<file path="src/rtl/recfg_pkg.sv">
package recfg_pkg;
  localparam int unsigned BUS_W = 32;

  // word addresses decoded by the register slave
  localparam logic [7:0] ADR_CHAN = 8'h38;
  localparam logic [7:0] ADR_CTRL = 8'h3A;
  localparam logic [7:0] ADR_OFFS = 8'h3B;
  localparam logic [7:0] ADR_DATA = 8'h3C;

  localparam int unsigned CTRL_GO_BIT   = 0;
  localparam int unsigned CTRL_MODE_LSB = 2;
  localparam int unsigned CTRL_BUSY_BIT = 8;

  typedef enum logic [1:0] {
    MODE_STREAM = 2'b00,
    MODE_DIRECT = 2'b01,
    MODE_RSVD2  = 2'b10,
    MODE_RSVD3  = 2'b11
  } mode_e;

  typedef enum logic [2:0] {
    SEL_NONE,
    SEL_CHAN,
    SEL_CTRL,
    SEL_OFFS,
    SEL_DATA
  } reg_sel_e;

  typedef enum logic {
    ST_IDLE,
    ST_REQ
  } wr_state_e;
endpackage

</file>
<file path="src/rtl/recfg_addr_dec.sv">
module recfg_addr_dec
  import recfg_pkg::*;
#(
  parameter int unsigned ADDR_W = 8
) (
  input  logic [ADDR_W-1:0] addr_i,
  output reg_sel_e          sel_o
);
  always_comb begin
    if      (addr_i == ADDR_W'(ADR_CHAN)) sel_o = SEL_CHAN;
    else if (addr_i == ADDR_W'(ADR_CTRL)) sel_o = SEL_CTRL;
    else if (addr_i == ADDR_W'(ADR_OFFS)) sel_o = SEL_OFFS;
    else if (addr_i == ADDR_W'(ADR_DATA)) sel_o = SEL_DATA;
    else                                  sel_o = SEL_NONE;
  end
endmodule

</file>
<file path="src/rtl/recfg_stage_regs.sv">
module recfg_stage_regs
  import recfg_pkg::*;
#(
  parameter int unsigned CH_W  = 10,
  parameter int unsigned OFF_W = 11,
  parameter int unsigned DAT_W = 16
) (
  input  logic             clk_i,
  input  logic             rst_ni,
  input  logic             wr_en_i,
  input  reg_sel_e         sel_i,
  input  logic [BUS_W-1:0] wdata_i,
  input  logic             busy_i,
  output logic [CH_W-1:0]  chan_o,
  output logic [OFF_W-1:0] offs_o,
  output logic [DAT_W-1:0] data_o,
  output mode_e            mode_o,
  output logic             launch_o
);
  localparam int unsigned MAXW_A = (CH_W > OFF_W) ? CH_W : OFF_W;
  localparam int unsigned MAXW   = (MAXW_A > DAT_W) ? MAXW_A : DAT_W;
  localparam logic [BUS_W-1:0] USED_MASK =
      BUS_W'((64'd1 << MAXW) - 64'd1) | BUS_W'(32'h0000_000D);

  logic  upd;
  mode_e mode_wr;
  logic  unused_wbits;

  // all staging is frozen while a downstream write is outstanding
  assign upd      = wr_en_i && !busy_i;
  assign mode_wr  = mode_e'(wdata_i[CTRL_MODE_LSB +: 2]);
  assign launch_o = upd && (sel_i == SEL_CTRL) && wdata_i[CTRL_GO_BIT]
                    && (mode_wr == MODE_DIRECT);
  assign unused_wbits = ^(wdata_i & ~USED_MASK);

  always_ff @(posedge clk_i or negedge rst_ni) begin
    if (!rst_ni) begin
      chan_o <= '0;
      offs_o <= '0;
      data_o <= '0;
      mode_o <= MODE_STREAM;
    end else if (upd) begin
      unique case (sel_i)
        SEL_CHAN: chan_o <= wdata_i[CH_W-1:0];
        SEL_OFFS: offs_o <= wdata_i[OFF_W-1:0];
        SEL_DATA: data_o <= wdata_i[DAT_W-1:0];
        SEL_CTRL: mode_o <= mode_wr;
        default:  ;
      endcase
    end
  end
endmodule

</file>
<file path="src/rtl/recfg_wr_fsm.sv">
module recfg_wr_fsm
  import recfg_pkg::*;
(
  input  logic clk_i,
  input  logic rst_ni,
  input  logic launch_i,
  input  logic ack_i,
  output logic req_o
);
  wr_state_e state_q, state_d;

  always_comb begin
    state_d = state_q;
    unique case (state_q)
      ST_IDLE: if (launch_i) state_d = ST_REQ;
      ST_REQ:  if (ack_i)    state_d = ST_IDLE;
      default: state_d = ST_IDLE;
    endcase
  end

  always_ff @(posedge clk_i or negedge rst_ni) begin
    if (!rst_ni) state_q <= ST_IDLE;
    else         state_q <= state_d;
  end

  assign req_o = (state_q == ST_REQ);
endmodule

</file>
<file path="src/rtl/recfg_rd_mux.sv">
module recfg_rd_mux
  import recfg_pkg::*;
#(
  parameter int unsigned CH_W  = 10,
  parameter int unsigned OFF_W = 11,
  parameter int unsigned DAT_W = 16
) (
  input  logic             clk_i,
  input  logic             rst_ni,
  input  logic             rd_en_i,
  input  reg_sel_e         sel_i,
  input  logic [CH_W-1:0]  chan_i,
  input  logic [OFF_W-1:0] offs_i,
  input  logic [DAT_W-1:0] data_i,
  input  mode_e            mode_i,
  input  logic             busy_i,
  output logic [BUS_W-1:0] rdata_o
);
  logic [BUS_W-1:0] ctrl_word;
  logic [BUS_W-1:0] rd_d;

  always_comb begin
    ctrl_word = '0;
    ctrl_word[CTRL_MODE_LSB +: 2] = mode_i;
    ctrl_word[CTRL_BUSY_BIT]      = busy_i;
  end

  always_comb begin
    unique case (sel_i)
      SEL_CHAN: rd_d = BUS_W'(chan_i);
      SEL_CTRL: rd_d = ctrl_word;
      SEL_OFFS: rd_d = BUS_W'(offs_i);
      SEL_DATA: rd_d = BUS_W'(data_i);
      default:  rd_d = '0;
    endcase
  end

  always_ff @(posedge clk_i or negedge rst_ni) begin
    if (!rst_ni)      rdata_o <= '0;
    else if (rd_en_i) rdata_o <= rd_d;
  end
endmodule

</file>
<file path="src/rtl/recfg_streamer_regs.sv">
module recfg_streamer_regs
  import recfg_pkg::*;
#(
  parameter int unsigned ADDR_W = 8,
  parameter int unsigned CH_W   = 10,
  parameter int unsigned OFF_W  = 11,
  parameter int unsigned DAT_W  = 16
) (
  input  logic              clk_i,
  input  logic              rst_ni,
  input  logic [ADDR_W-1:0] addr_i,
  input  logic              write_i,
  input  logic              read_i,
  input  logic [31:0]       wdata_i,
  output logic [31:0]       rdata_o,
  output logic              dn_wr_o,
  output logic [CH_W-1:0]   dn_chan_o,
  output logic [OFF_W-1:0]  dn_offset_o,
  output logic [DAT_W-1:0]  dn_data_o,
  input  logic              dn_ack_i
);
  reg_sel_e sel;
  mode_e    mode;
  logic     launch;
  logic     busy;

  recfg_addr_dec #(.ADDR_W(ADDR_W)) u_dec (
    .addr_i (addr_i),
    .sel_o  (sel)
  );

  recfg_stage_regs #(.CH_W(CH_W), .OFF_W(OFF_W), .DAT_W(DAT_W)) u_regs (
    .clk_i    (clk_i),
    .rst_ni   (rst_ni),
    .wr_en_i  (write_i),
    .sel_i    (sel),
    .wdata_i  (wdata_i),
    .busy_i   (busy),
    .chan_o   (dn_chan_o),
    .offs_o   (dn_offset_o),
    .data_o   (dn_data_o),
    .mode_o   (mode),
    .launch_o (launch)
  );

  recfg_wr_fsm u_fsm (
    .clk_i    (clk_i),
    .rst_ni   (rst_ni),
    .launch_i (launch),
    .ack_i    (dn_ack_i),
    .req_o    (busy)
  );

  recfg_rd_mux #(.CH_W(CH_W), .OFF_W(OFF_W), .DAT_W(DAT_W)) u_rd (
    .clk_i   (clk_i),
    .rst_ni  (rst_ni),
    .rd_en_i (read_i),
    .sel_i   (sel),
    .chan_i  (dn_chan_o),
    .offs_i  (dn_offset_o),
    .data_i  (dn_data_o),
    .mode_i  (mode),
    .busy_i  (busy),
    .rdata_o (rdata_o)
  );

  assign dn_wr_o = busy;
endmodule

</file>
<file path="config.mk">
export PLATFORM = sky130hd
export DESIGN_NAME = recfg_streamer_regs
export DESIGN_NICKNAME = d
export VERILOG_FILES = /design/src/rtl/recfg_pkg.sv /design/src/rtl/recfg_addr_dec.sv /design/src/rtl/recfg_stage_regs.sv /design/src/rtl/recfg_wr_fsm.sv /design/src/rtl/recfg_rd_mux.sv /design/src/rtl/recfg_streamer_regs.sv
export SDC_FILE = /design/constraint.sdc
export NUM_CORES = 1
export LEC_CHECK = 0
export BUFFER_PORTS_ARGS = -buffer_cell sky130_fd_sc_hd__buf_2
export CORE_ASPECT_RATIO = 2
export CORE_UTILIZATION = 34
export CTS_BUF_LIST = sky130_fd_sc_hd__clkbuf_2 sky130_fd_sc_hd__clkbuf_4 sky130_fd_sc_hd__clkbuf_8
export DETAILED_ROUTE_END_ITERATION = 10
export PLACE_DENSITY = 0.68
export SLEW_MARGIN = 15
export SYNTH_ARGS = -nofsm -noshare
export SYNTH_HDL_FRONTEND = slang
export SYNTH_SLANG_ARGS = --single-unit
</file>
<file path="constraint.sdc">
create_clock -name clk_i -period 1.75 [get_ports clk_i]
set_input_delay 0.0875 -clock clk_i [delete_from_list [all_inputs] [get_ports clk_i]]
set_output_delay 0.0875 -clock clk_i [all_outputs]
set_load 0.02 [all_outputs]
</file>
Yosys cells after proc, flatten, opt, wreduce, memory -nomap -nowiden
Index checks and enable logic that the tools add are counted.

cells by class
  eq/ne operators = 9
  muxes and demuxes = 8
  bitwise logic cells = 1
  reductions and logical operators = 9

operators with widths
  cell                  count
  $pmux W16 S4          1
  $eq A8 B6 Y1 const B  4
  $mux W3               4
  $reduce_and A2 Y1     4
  $eq A3 B2 Y1 const B  2
  $logic_and A1 B1 Y1   4
  $eq A3 B1 Y1 const B  1
  $eq A3 B3 Y1 const B  1
  $eq A2 B1 Y1 const B  1
  $mux W1               2
  $pmux W1 S2           1
  $logic_not A1 Y1      1
  $not A1 Y1            1

storage, ports and cells
  bits in registers = 72
  bits of input ports = 45
  output and inout bits = 70

Longest topological paths before layout
Gate-level depths: netlist of run 1.

  depth in word-level cells = 11
  depth in mapped cells = 7
  mapped depth without buffers = 4

Hierarchy
From an unflattened synthesis of run 1, not the netlist that was laid out.

unflattened totals
  cells, all modules = 213
  area, all modules = 2757.6 um^2

by module, submodules not included
  module            times used  cells an instance  area an instance (um^2)  sequential area each (um^2)
  recfg_stage_regs  1           88                 1601.5                   975.9
  recfg_rd_mux      1           113                1037.2                   400.4
  recfg_addr_dec    1           9                  80.1                     0.0
  recfg_wr_fsm      1           3                  38.8                     25.0

Worst setup path after synthesis of run 1
OpenSTA, ideal clock, no wires.

  path kind = register to register
  start point = register u_fsm.state_q, in the netlist u_fsm.req_o
  end point = register u_regs.offs_o[0]
  arrival = 1.463 ns
  required time = 1.622 ns
  setup slack = 0.159 ns
  cell stages (with the launch flop) = 5
  clock period less this slack = 1.591 ns
  cells stage by stage = dfrtp_1 > nor3b_1 > nand4_1 > buf_2 > mux2_1

on the way
  cells in the longest elaborated chain, start to end = 3

RTL lines
  item                         RTL line                text
  start: declaration           recfg_wr_fsm.sv:10      wr_state_e state_q, state_d;
  start signal: assignment     recfg_wr_fsm.sv:23      else state_q <= state_d;
  $logic_not A1 Y1             recfg_stage_regs.sv:30  assign upd = wr_en_i && !busy_i;
  $logic_and A1 B1 Y1          recfg_stage_regs.sv:30
  $reduce_and A2 Y1 (no line)  n/a
  end signal: assignment       recfg_stage_regs.sv:45  SEL_OFFS: offs_o <= wdata_i[OFF_W-1:0];
  end: declaration             recfg_stage_regs.sv:15  output logic [OFF_W-1:0] offs_o,

No other way between the ends.
A chain may end at the register's enable or synchronous reset.

Final worst setup path of run 1
  start point = register u_fsm.state_q, in the netlist u_fsm.req_o
  end point = register u_regs.chan_o[3]

on the way
  cells in the longest elaborated chain, start to end = 3

RTL lines
  item                         RTL line                text
  $logic_not A1 Y1             recfg_stage_regs.sv:30
  $logic_and A1 B1 Y1          recfg_stage_regs.sv:30
  $reduce_and A2 Y1 (no line)  n/a
  end signal: assignment       recfg_stage_regs.sv:44  SEL_CHAN: chan_o <= wdata_i[CH_W-1:0];
  end: declaration             recfg_stage_regs.sv:14  output logic [CH_W-1:0] chan_o,

No other way between the ends.

==> results.json, run 1 <==
{
  "ys_top_cells_by_area": "dfrtp_1 54%, mux2_1 17%, buf_4 4.9%",
  "place_congestion": 0.777,
  "worstSkewPairLatency_ns": 0.32,
  "io-pin-count": 115,
  "drt_iter0_drc": 37,
  "cts_setup_buffers": 0,
  "synth_top_area_share_pct": 54.1,
  "synthDistinctLibCells": 27,
  "place_ws_ns": 0.0189,
  "finalCritPeriodShare_pct": 93.4,
  "clockBufferDepth": 2,
  "core-area_um2": 7320,
  "gr-total-overflow": 0,
  "dpl.hpwl_um": 4930,
  "rsz0062_at_grt": "false",
  "fp.dieArea_um2": 8000,
  "finalWirelength_um": 6450,
  "cp.arrival_ns": 1.83,
  "fin_nets": 357,
  "critPathLaunchType": "register",
  "slew_headroom_pct": 58.2,
  "hold_viol_final": 0,
  "port_buffers": 82,
  "die_x_um": 63.7,
  "setup_viol": 0,
  "dieHeight_um": 125,
  "synthCells": 206,
  "power_w": 0.00244,
  "reg2reg_to": "u_regs.chan_o[3]",
  "routed_via_density": 4.86,
  "clock-root-buffer": "clkbuf_8",
  "max_slew.worst_pin.slew_ns": 0.626,
  "grt_use_total_pct": 17.4,
  "path_clk_slew_ns": 0.09,
  "worstPathMaxFanout": 10,
  "synth_most_common_cell": "dfrtp_1",
  "initial_core_util_pct": 35.4,
  "synth_warnings": 0,
  "yosys_register_bits": 56,
  "clock.fmax_mhz": 612,
  "netlist_area_um2": 2590,
  "grt_max_degree": 34,
  "grt_pass1_wl_um": 10300,
  "wl_per_cell_um": 15.9,
  "cts_resized": 0,
  "cts_tree": "built",
  "path_class": "register to register",
  "drc": 0,
  "end_kind": "register",
  "antenna_found_initial": 0,
  "area_growth_pct": 29.5,
  "ant_nets": 0,
  "cts_made_buffers": 5,
  "rows": 44,
  "p_per_area_nw_per_um2": 726,
  "syn_area_per_cell_um2": 12.6,
  "min_path_cells": 2,
  "leakage_nw": 1.80,
  "fin_worst_skew_ns": 0.00457,
  "hp-start": "wdata_i[7]",
  "seq_area_frac_synth_pct": 54.1,
  "grt_pass1_vias": 2055,
  "r2r_setup_slack_ns": 0.12,
  "min_to": "u_regs.chan_o[7]",
  "hold_path_class": "input pin to register",
  "maxSlewViolCount": 0,
  "cap_violations": 0,
  "h-tree-depth": 2,
  "multi_input_area_um2": 996,
  "first_pass_iters": 6,
  "worst_ep_required_time_ns": 1.95,
  "status": "complete, no violations",
  "ys.flop_type": "dfrtp_1",
  "nFillCells": 703,
  "rr_worst_depth": 4,
  "setup_slack_ns": 0.115,
  "async_flop_share_pct": 100,
  "num_vias": 1969,
  "cts.sinks": 56,
  "synth_edf_count": 0,
  "setup_tns_ns": 0,
  "layout-drive-gt1-share_pct": 37.7,
  "ff_latch_area_um2": 1400,
  "period_needed_ns": 1.63,
  "worstReg2RegStart": "u_fsm.req_o",
  "yosys.area.top_type": "dfrtp_1",
  "num_antenna_cells": 0,
  "synthTopCellsByCount": "56 x dfrtp_1, 39 x mux2_1, 23 x inv_1",
  "ir_drop_mv": 0.549
}
[power by group]
group	switching (W)	leakage, nW	internal, W
clock	0.000413	0.0479	0.000338
sequential	0.0000317	0.776	0.00133
combinational	0.000194	0.979	0.000124
total	0.000639	1.80	0.00180
[cell families after synthesis]
group / share of synthesized area (%)
compound gates: 8.60
mux: 21.3
flops: 54.1
simple gates: 6.23
other cells: 0.145
buf+inv: 9.66
[critical path, cell delays in order (launching register included)]
cell,delay (ns)
dfrtp_1,0.43
nor3b_1,0.19
buf_4,0.15
nand3_2,0.31
mux2_1,0.44
[state kept, by name, summed over array words and instances (netlist names)]
name           count
u_rd.rdata_o      16
u_fsm.req_o        1
u_regs.mode_o      2
u_regs.chan_o     10
u_regs.data_o     16
u_regs.offs_o     11
[final cells by class]
type	instances	share of cell area, %
Sequential cell	56	41.8
Multi-Input combinational cell	117	29.7
Timing Repair Buffer	109	19.6
Tap cell	92	3.43
Clock buffer	7	2.69
Inverter	23	2.57
Clock inverter	1	0.224
[stage by stage]
stage / std cells / util [%] / hold WS [ns] / instance area [um^2]
2_1_floorplan: 221 / - / -0.208 / 2650
3_3_place_gp: 384 / 42.7 / 0.118 / 3130
3_5_place_dp: 384 / 42.7 / 0.107 / 3130
4_1_cts: 405 / 45.8 / 0.00441 / 3350
5_1_grt: 405 / 45.8 / 0.00722 / 3350
6_report: 405 / 45.8 / 0.0134 / 3350
[per-layer routing]
layer  wire (um)  GRT usage, %
met4         212          9.76
met1        2370          17.7
met5           0             0
met2        3660          32.4
met3         212          2.74
[placed cells by master (no fill, tap or decap), types with 3 or more instances in the layout]
master	count
buf_2	82
dfrtp_1	56
mux2_1	39
inv_1	23
o22ai_1	17
conb_1	16
dlygate4sd3_1	13
buf_4	13
a22oi_1	11
mux2_2	10
clkbuf_8	6
nand3_1	3
a2bb2oi_1	3
[timing repair]
item,in CTS,in global routing
hold buffers,13,0
endpoints found under the hold margin,42,0
setup endpoints to repair,0,0
[how the worst max path moves through the flow]
stage / start / slack [ns] / to / cells after the start
2_1_floorplan: u_fsm.req_o / 0.16 / u_regs.offs_o[0] / 4
3_3_place_gp: addr_i[6] / 0.06 / u_regs.chan_o[7] / 5
3_5_place_dp: addr_i[6] / 0.02 / u_regs.chan_o[3] / 5
4_1_cts: u_fsm.req_o / 0.12 / u_regs.chan_o[3] / 4
5_1_grt: u_fsm.req_o / 0.01 / u_regs.chan_o[3] / 4
6_report: u_fsm.req_o / 0.12 / u_regs.chan_o[3] / 4
No activity file was read; power rests on OpenSTA's default activity.
==> run 2, diff against run 1 <==
--- a/config.mk
+++ b/config.mk
@@ -10,7 +10,7 @@
 export CORE_UTILIZATION = 34
 export CTS_BUF_LIST = sky130_fd_sc_hd__clkbuf_2 sky130_fd_sc_hd__clkbuf_4 sky130_fd_sc_hd__clkbuf_8
 export DETAILED_ROUTE_END_ITERATION = 10
-export PLACE_DENSITY = 0.68
+export PLACE_DENSITY_LB_ADDON = 0.12
 export SLEW_MARGIN = 15
 export SYNTH_ARGS = -nofsm -noshare
 export SYNTH_HDL_FRONTEND = slang
==> run 2 against run 1 <==
Compared with the run above: utilization up 0.19 points; cell count down 0.49%; fmax up 9.5%; flip-flop and latch count unchanged; die area unchanged; combinational power down 2%; non-clock buffer count down 2; sequential power about the same; clock skew up 0.00056 ns; highest routed layer unchanged; setup slack better by 0.14 ns; power up 3.8%.
==> results.json, run 2 (synthesis results as in run 1) <==
{
  "hp-start": "wdata_i[5]",
  "drt_iter0_drc": 56,
  "io-pin-count": 115,
  "cp.arrival_ns": 1.69,
  "cts_tree": "built",
  "slew_headroom_pct": 57.7,
  "die_x_um": 63.7,
  "grt_max_degree": 57,
  "leakage_nw": 1.81,
  "fp.dieArea_um2": 8000,
  "maxSlewViolCount": 0,
  "core-area_um2": 7320,
  "fin_worst_skew_ns": 0.00513,
  "path_clk_slew_ns": 0.10,
  "clockBufferDepth": 2,
  "max_stage_delay_ns": 0.43,
  "hold_viol_final": 0,
  "place_congestion": 0.724,
  "grt_use_total_pct": 16.8,
  "fin_nets": 355,
  "swShare_pct": 24.9,
  "reg2reg_to": "u_regs.offs_o[3]",
  "cts.sinks": 56,
  "num_antenna_cells": 0,
  "routed_via_density": 4.76,
  "nFillCells": 725,
  "period_needed_ns": 1.49,
  "layout-drive-gt1-share_pct": 37.9,
  "antenna_found_initial": 0,
  "finalCritPeriodShare_pct": 85.3,
  "initial_core_util_pct": 35.4,
  "clock-root-buffer": "clkbuf_8",
  "layout_commonest_cell": "buf_2",
  "max_slew.worst_pin.slew_ns": 0.633,
  "dieHeight_um": 125,
  "first_pass_iters": 4,
  "h-tree-depth": 2,
  "worstPathMaxFanout": 6,
  "internal_power_w": 0.00190,
  "clkPwrFrac_pct": 33.5,
  "grt_pass1_vias": 1936,
  "drc": 0,
  "critPathLaunchType": "register",
  "p_per_area_nw_per_um2": 750,
  "status": "complete, no violations",
  "cp_slowest_cell": "dfrtp_1",
  "switchingPower_w": 0.000629,
  "dpl.hpwl_um": 4690,
  "cp_top_family": "simple AND/OR/NAND/NOR gates",
  "final_cell_mix": "82 x buf_2, 56 x dfrtp_1, 39 x mux2_1",
  "finalWirelength_um": 6300,
  "r2r_setup_slack_ns": 0.26,
  "power.share.combinational_pct": 12.4,
  "rsz0062_at_grt": "false",
  "path_class": "register to register",
  "clock.fmax_mhz": 670,
  "cts_made_buffers": 5,
  "port_buffers": 82,
  "ir_drop_mv": 0.652,
  "setup_tns_ns": 0,
  "cts_setup_buffers": 0,
  "gr-total-overflow": 0,
  "min_path_cells": 2,
  "area_growth_pct": 30.0,
  "rows": 44,
  "min_to": "u_regs.data_o[5]",
  "grt_pass1_wl_um": 10000,
  "wl_per_cell_um": 15.6,
  "postLayoutCoreUtil_pct": 46.0,
  "setup_viol": 0,
  "num_vias": 1917,
  "hold_path_class": "input pin to register",
  "worstSkewPairLatency_ns": 0.32,
  "end_kind": "register",
  "worst_ep_required_time_ns": 1.95,
  "ant_nets": 0,
  "worst-path-buf-inv": 1,
  "reg_top3": "u_rd.rdata_o x16, u_regs.data_o x16, u_regs.offs_o x11",
  "worstReg2RegStart": "u_fsm.req_o",
  "rr_worst_depth": 4,
  "cap_violations": 0,
  "power_frac_seq_pct": 54.1,
  "worstPathCellList": "nor3b_2, nand4_1, buf_4, mux2_1"
}
## run 2: cell types whose count changed in the layout (fill, tap and decap cells not counted), sizes merged
cell,previous run,this run
clkbuf,7,6
clkinv,0,1
bufinv,0,1
dlygate4sd3,13,12
buf,96,95
clkinvlp,1,0
## run 2: layout make-up
class,instances,area [um^2],area share [%]
inverter,23,86.3,2.56
timing repair buffer,107,653,19.4
sequential,56,1400,41.6
tap,92,115,3.42
clock buffer,6,76.3,2.27
clock inverter,2,35.0,1.04
multi-input combinational,117,1000,29.7
## run 2: metrics by stage
stage	total power [W]	hold WS (ns)	area (um^2)	setup WS [ns]	cells
2_1_floorplan	0.00157	-0.208	2650	0.159	221
3_3_place_gp	0.00169	0.114	3130	0.118	383
3_5_place_dp	0.00169	0.112	3130	0.106	383
4_1_cts	0.00258	0.000887	3360	0.0917	403
5_1_grt	0.00266	0.00262	3370	0.109	403
6_report	0.00253	0.00640	3370	0.257	403
## run 2: worst max path at each step
stage	start	to	slack (ns)	depth (start not counted)
4_1_cts	u_fsm.req_o	u_regs.offs_o[0]	0.09	4
2_1_floorplan	u_fsm.req_o	u_regs.offs_o[0]	0.16	4
3_5_place_dp	u_fsm.req_o	u_regs.offs_o[3]	0.11	4
5_1_grt	u_fsm.req_o	u_regs.offs_o[3]	0.11	4
6_report	u_fsm.req_o	u_regs.offs_o[3]	0.26	4
3_3_place_gp	u_fsm.req_o	u_regs.offs_o[0]	0.12	4
## run 2: metal layers
layer  GRT usage [%]  vias to the layer above  wire length [um]
li1                -                      900                 -
met2            30.2                       67              3500
met3            2.74                        7               234
met4            8.02                        0               155
met1            18.7                      943              2410
met5               0                        -                 0
## run 2: what timing repair did
| action | in CTS | in global routing |
|---|---|---|
| endpoints found under the setup margin | 0 | 12 |
| hold buffers | 12 | 0 |
| gates resized for setup | 0 | 1 |
| hold endpoints to repair | 75 | 0 |
## run 2: power by group through the flow
stage	logic, W	registers [W]	clock network (W)
final	0.000313	0.00137	0.000848
after detailed placement	0.000298	0.00139	0
after floorplan	0.000137	0.00144	0
after global routing	0.000343	0.00137	0.000940
after global placement	0.000297	0.00139	0
after CTS	0.000320	0.00137	0.000896
## run 2: worst register-to-register path, cell delays in order (launching register included)
cell and delay [ns]:
dfrtp_1 0.43, nor3b_2 0.27, nand4_1 0.17, buf_4 0.21
mux2_1 0.31
==> run 3, diff against run 2 <==
--- a/config.mk
+++ b/config.mk
@@ -11,7 +11,6 @@
 export CTS_BUF_LIST = sky130_fd_sc_hd__clkbuf_2 sky130_fd_sc_hd__clkbuf_4 sky130_fd_sc_hd__clkbuf_8
 export DETAILED_ROUTE_END_ITERATION = 10
 export PLACE_DENSITY_LB_ADDON = 0.12
-export SLEW_MARGIN = 15
 export SYNTH_ARGS = -nofsm -noshare
 export SYNTH_HDL_FRONTEND = slang
 export SYNTH_SLANG_ARGS = --single-unit
==> constraint.sdc (replaced) <==
create_clock -name clk_i -period 1.75 [get_ports clk_i]
set_input_delay 0.35 -clock clk_i [delete_from_list [all_inputs] [get_ports clk_i]]
set_output_delay 0.35 -clock clk_i [all_outputs]
set_load 0.02 [all_outputs]
==> run 3 against run 2 <==
Compared with the run above: cell count shrank 0.99%; via count grew 0.52%; count of clock-buffer cells in the layout is the same; die area did not move; cell area fell by 2.3%; worst hold slack got worse by 0.0020 ns; setup slack got worse by 0.022 ns; critical endpoint unchanged; sequential power about the same; routed wire length increased by 1.5%; non-clock buffer count down 4; clock power down 11%.
==> results.json, run 3 (synthesis results as in run 1) <==
{
  "postLayoutCoreUtil_pct": 44.9,
  "leakage_nw": 1.78,
  "critical_path.endpoint": "u_regs.offs_o[3]",
  "setup_slack_ns": 0.235,
  "worstPathMaxFanout": 6,
  "r2r_setup_slack_ns": 0.23,
  "path_class": "register to register",
  "internal_power_w": 0.00177,
  "fin_nets": 351,
  "grt_pass1_wl_um": 10100,
  "clockBufferDepth": 2,
  "critPathLaunchType": "register",
  "rows": 44,
  "power_w": 0.00243,
  "startpoint": "u_fsm.req_o",
  "cts_made_buffers": 5,
  "layout_commonest_cell": "buf_2",
  "place_ws_ns": -0.0602,
  "p_per_area_nw_per_um2": 739,
  "clock-root-buffer": "clkbuf_8",
  "power_frac_seq_pct": 56.2,
  "status": "complete, no violations",
  "worst_ep_required_time_ns": 1.96,
  "dpl.hpwl_um": 4810,
  "num_antenna_cells": 0,
  "place_area_um2": 3190,
  "ir_drop_mv": 0.443,
  "cts_resized": 0,
  "wl_per_cell_um": 16.0,
  "swShare_pct": 27.2,
  "rr_worst_depth": 5,
  "place_congestion": 0.724,
  "grt_max_degree": 57,
  "setup_viol": 0,
  "first_pass_iters": 4,
  "cts.sinks": 56,
  "hold_viol_final": 0,
  "finalWirelength_um": 6390,
  "cts_hold_buffers": 0,
  "core-area_um2": 7320,
  "dieHeight_um": 125,
  "worstReg2RegStart": "u_fsm.req_o",
  "clkPwrFrac_pct": 31.2,
  "final_cell_mix": "82 x buf_2, 56 x dfrtp_1, 39 x mux2_1",
  "finalCritPeriodShare_pct": 86.6,
  "path_clk_slew_ns": 0.10,
  "num_vias": 1927,
  "area_growth_pct": 26.9,
  "gr-total-overflow": 0,
  "clock.fmax_mhz": 660,
  "cts_setup_buffers": 0,
  "fin_worst_skew_ns": 0.00478,
  "grt_use_total_pct": 16.9,
  "finalInstanceArea_um2": 3290,
  "port_buffers": 82,
  "layout-drive-gt1-share_pct": 40.7,
  "initial_core_util_pct": 35.4,
  "fp.dieArea_um2": 8000,
  "cap_violations": 0,
  "antenna_found_initial": 0,
  "routed_via_density": 4.83,
  "power.share.combinational_pct": 12.6,
  "h-tree-depth": 2,
  "drt_iter0_drc": 75,
  "cts_tree": "built",
  "cp.arrival_ns": 1.72,
  "reg_top3": "u_rd.rdata_o x16, u_regs.data_o x16, u_regs.offs_o x11",
  "period_needed_ns": 1.52,
  "worstSkewPairLatency_ns": 0.32,
  "drc": 0,
  "switchingPower_w": 0.000660,
  "io-pin-count": 115,
  "reg2reg_to": "u_regs.offs_o[3]",
  "grt_pass1_vias": 1928,
  "die_x_um": 63.7,
  "maxSlewViolCount": 0,
  "end_kind": "register",
  "hold_path_class": "input pin to asynchronous set/reset pin",
  "fin_hold_ws_ns": 0.00435,
  "ant_nets": 0,
  "rsz0062_at_grt": "false"
}
-- run 3: through the flow --
step	std cells	TNS, ns
6_report	399	0
3_5_place_dp	391	-1.06
3_3_place_gp	391	-0.937
5_1_grt	399	0
2_1_floorplan	221	0
4_1_cts	399	0
-- run 3: worst max-delay path, cell delays in order, from the launching register on --
cell and delay, ns:
dfrtp_1 0.43, nor3b_1 0.19, buf_4 0.15, nand4_1 0.11
buf_4 0.20, mux2_1 0.32
-- run 3: final cells by class --
class | count | area, um^2
fill | 729 | 4030
sequential | 56 | 1400
multi-input combinational | 117 | 996
timing repair buffer | 103 | 593
tap | 92 | 115
inverter | 23 | 86.3
clock buffer | 6 | 82.6
clock inverter | 2 | 15.0
-- run 3: routing by layer --
metal / GRT usage (%) / wire length, um / vias to the layer above
li1: - / - / 897
met1: 19.1 / 2450 / 955
met2: 30.2 / 3520 / 68
met3: 2.83 / 264 / 7
met4: 7.22 / 151 / 0
met5: 0 / 0 / -
-- run 3: worst min path at each step --
stage	start	endpoint	slack, ns	cells past startpoint
3_5_place_dp	rst_ni	u_regs.data_o[12]	0.38	2
5_1_grt	rst_ni	u_regs.data_o[12]	0.03	2
2_1_floorplan	rst_ni	u_fsm.req_o	0.05	0
4_1_cts	rst_ni	u_regs.data_o[12]	0.02	2
3_3_place_gp	rst_ni	u_regs.data_o[12]	0.38	2
6_report	rst_ni	u_rd.rdata_o[11]	0.004	2
-- run 3: power by group through the flow --
stage,sequential [W],combinational (W),clock [W]
2_1_floorplan,0.00144,0.000137,0
3_3_place_gp,0.00139,0.000308,0
3_5_place_dp,0.00139,0.000312,0
4_1_cts,0.00137,0.000312,0.000783
5_1_grt,0.00137,0.000333,0.000823
6_report,0.00137,0.000307,0.000757
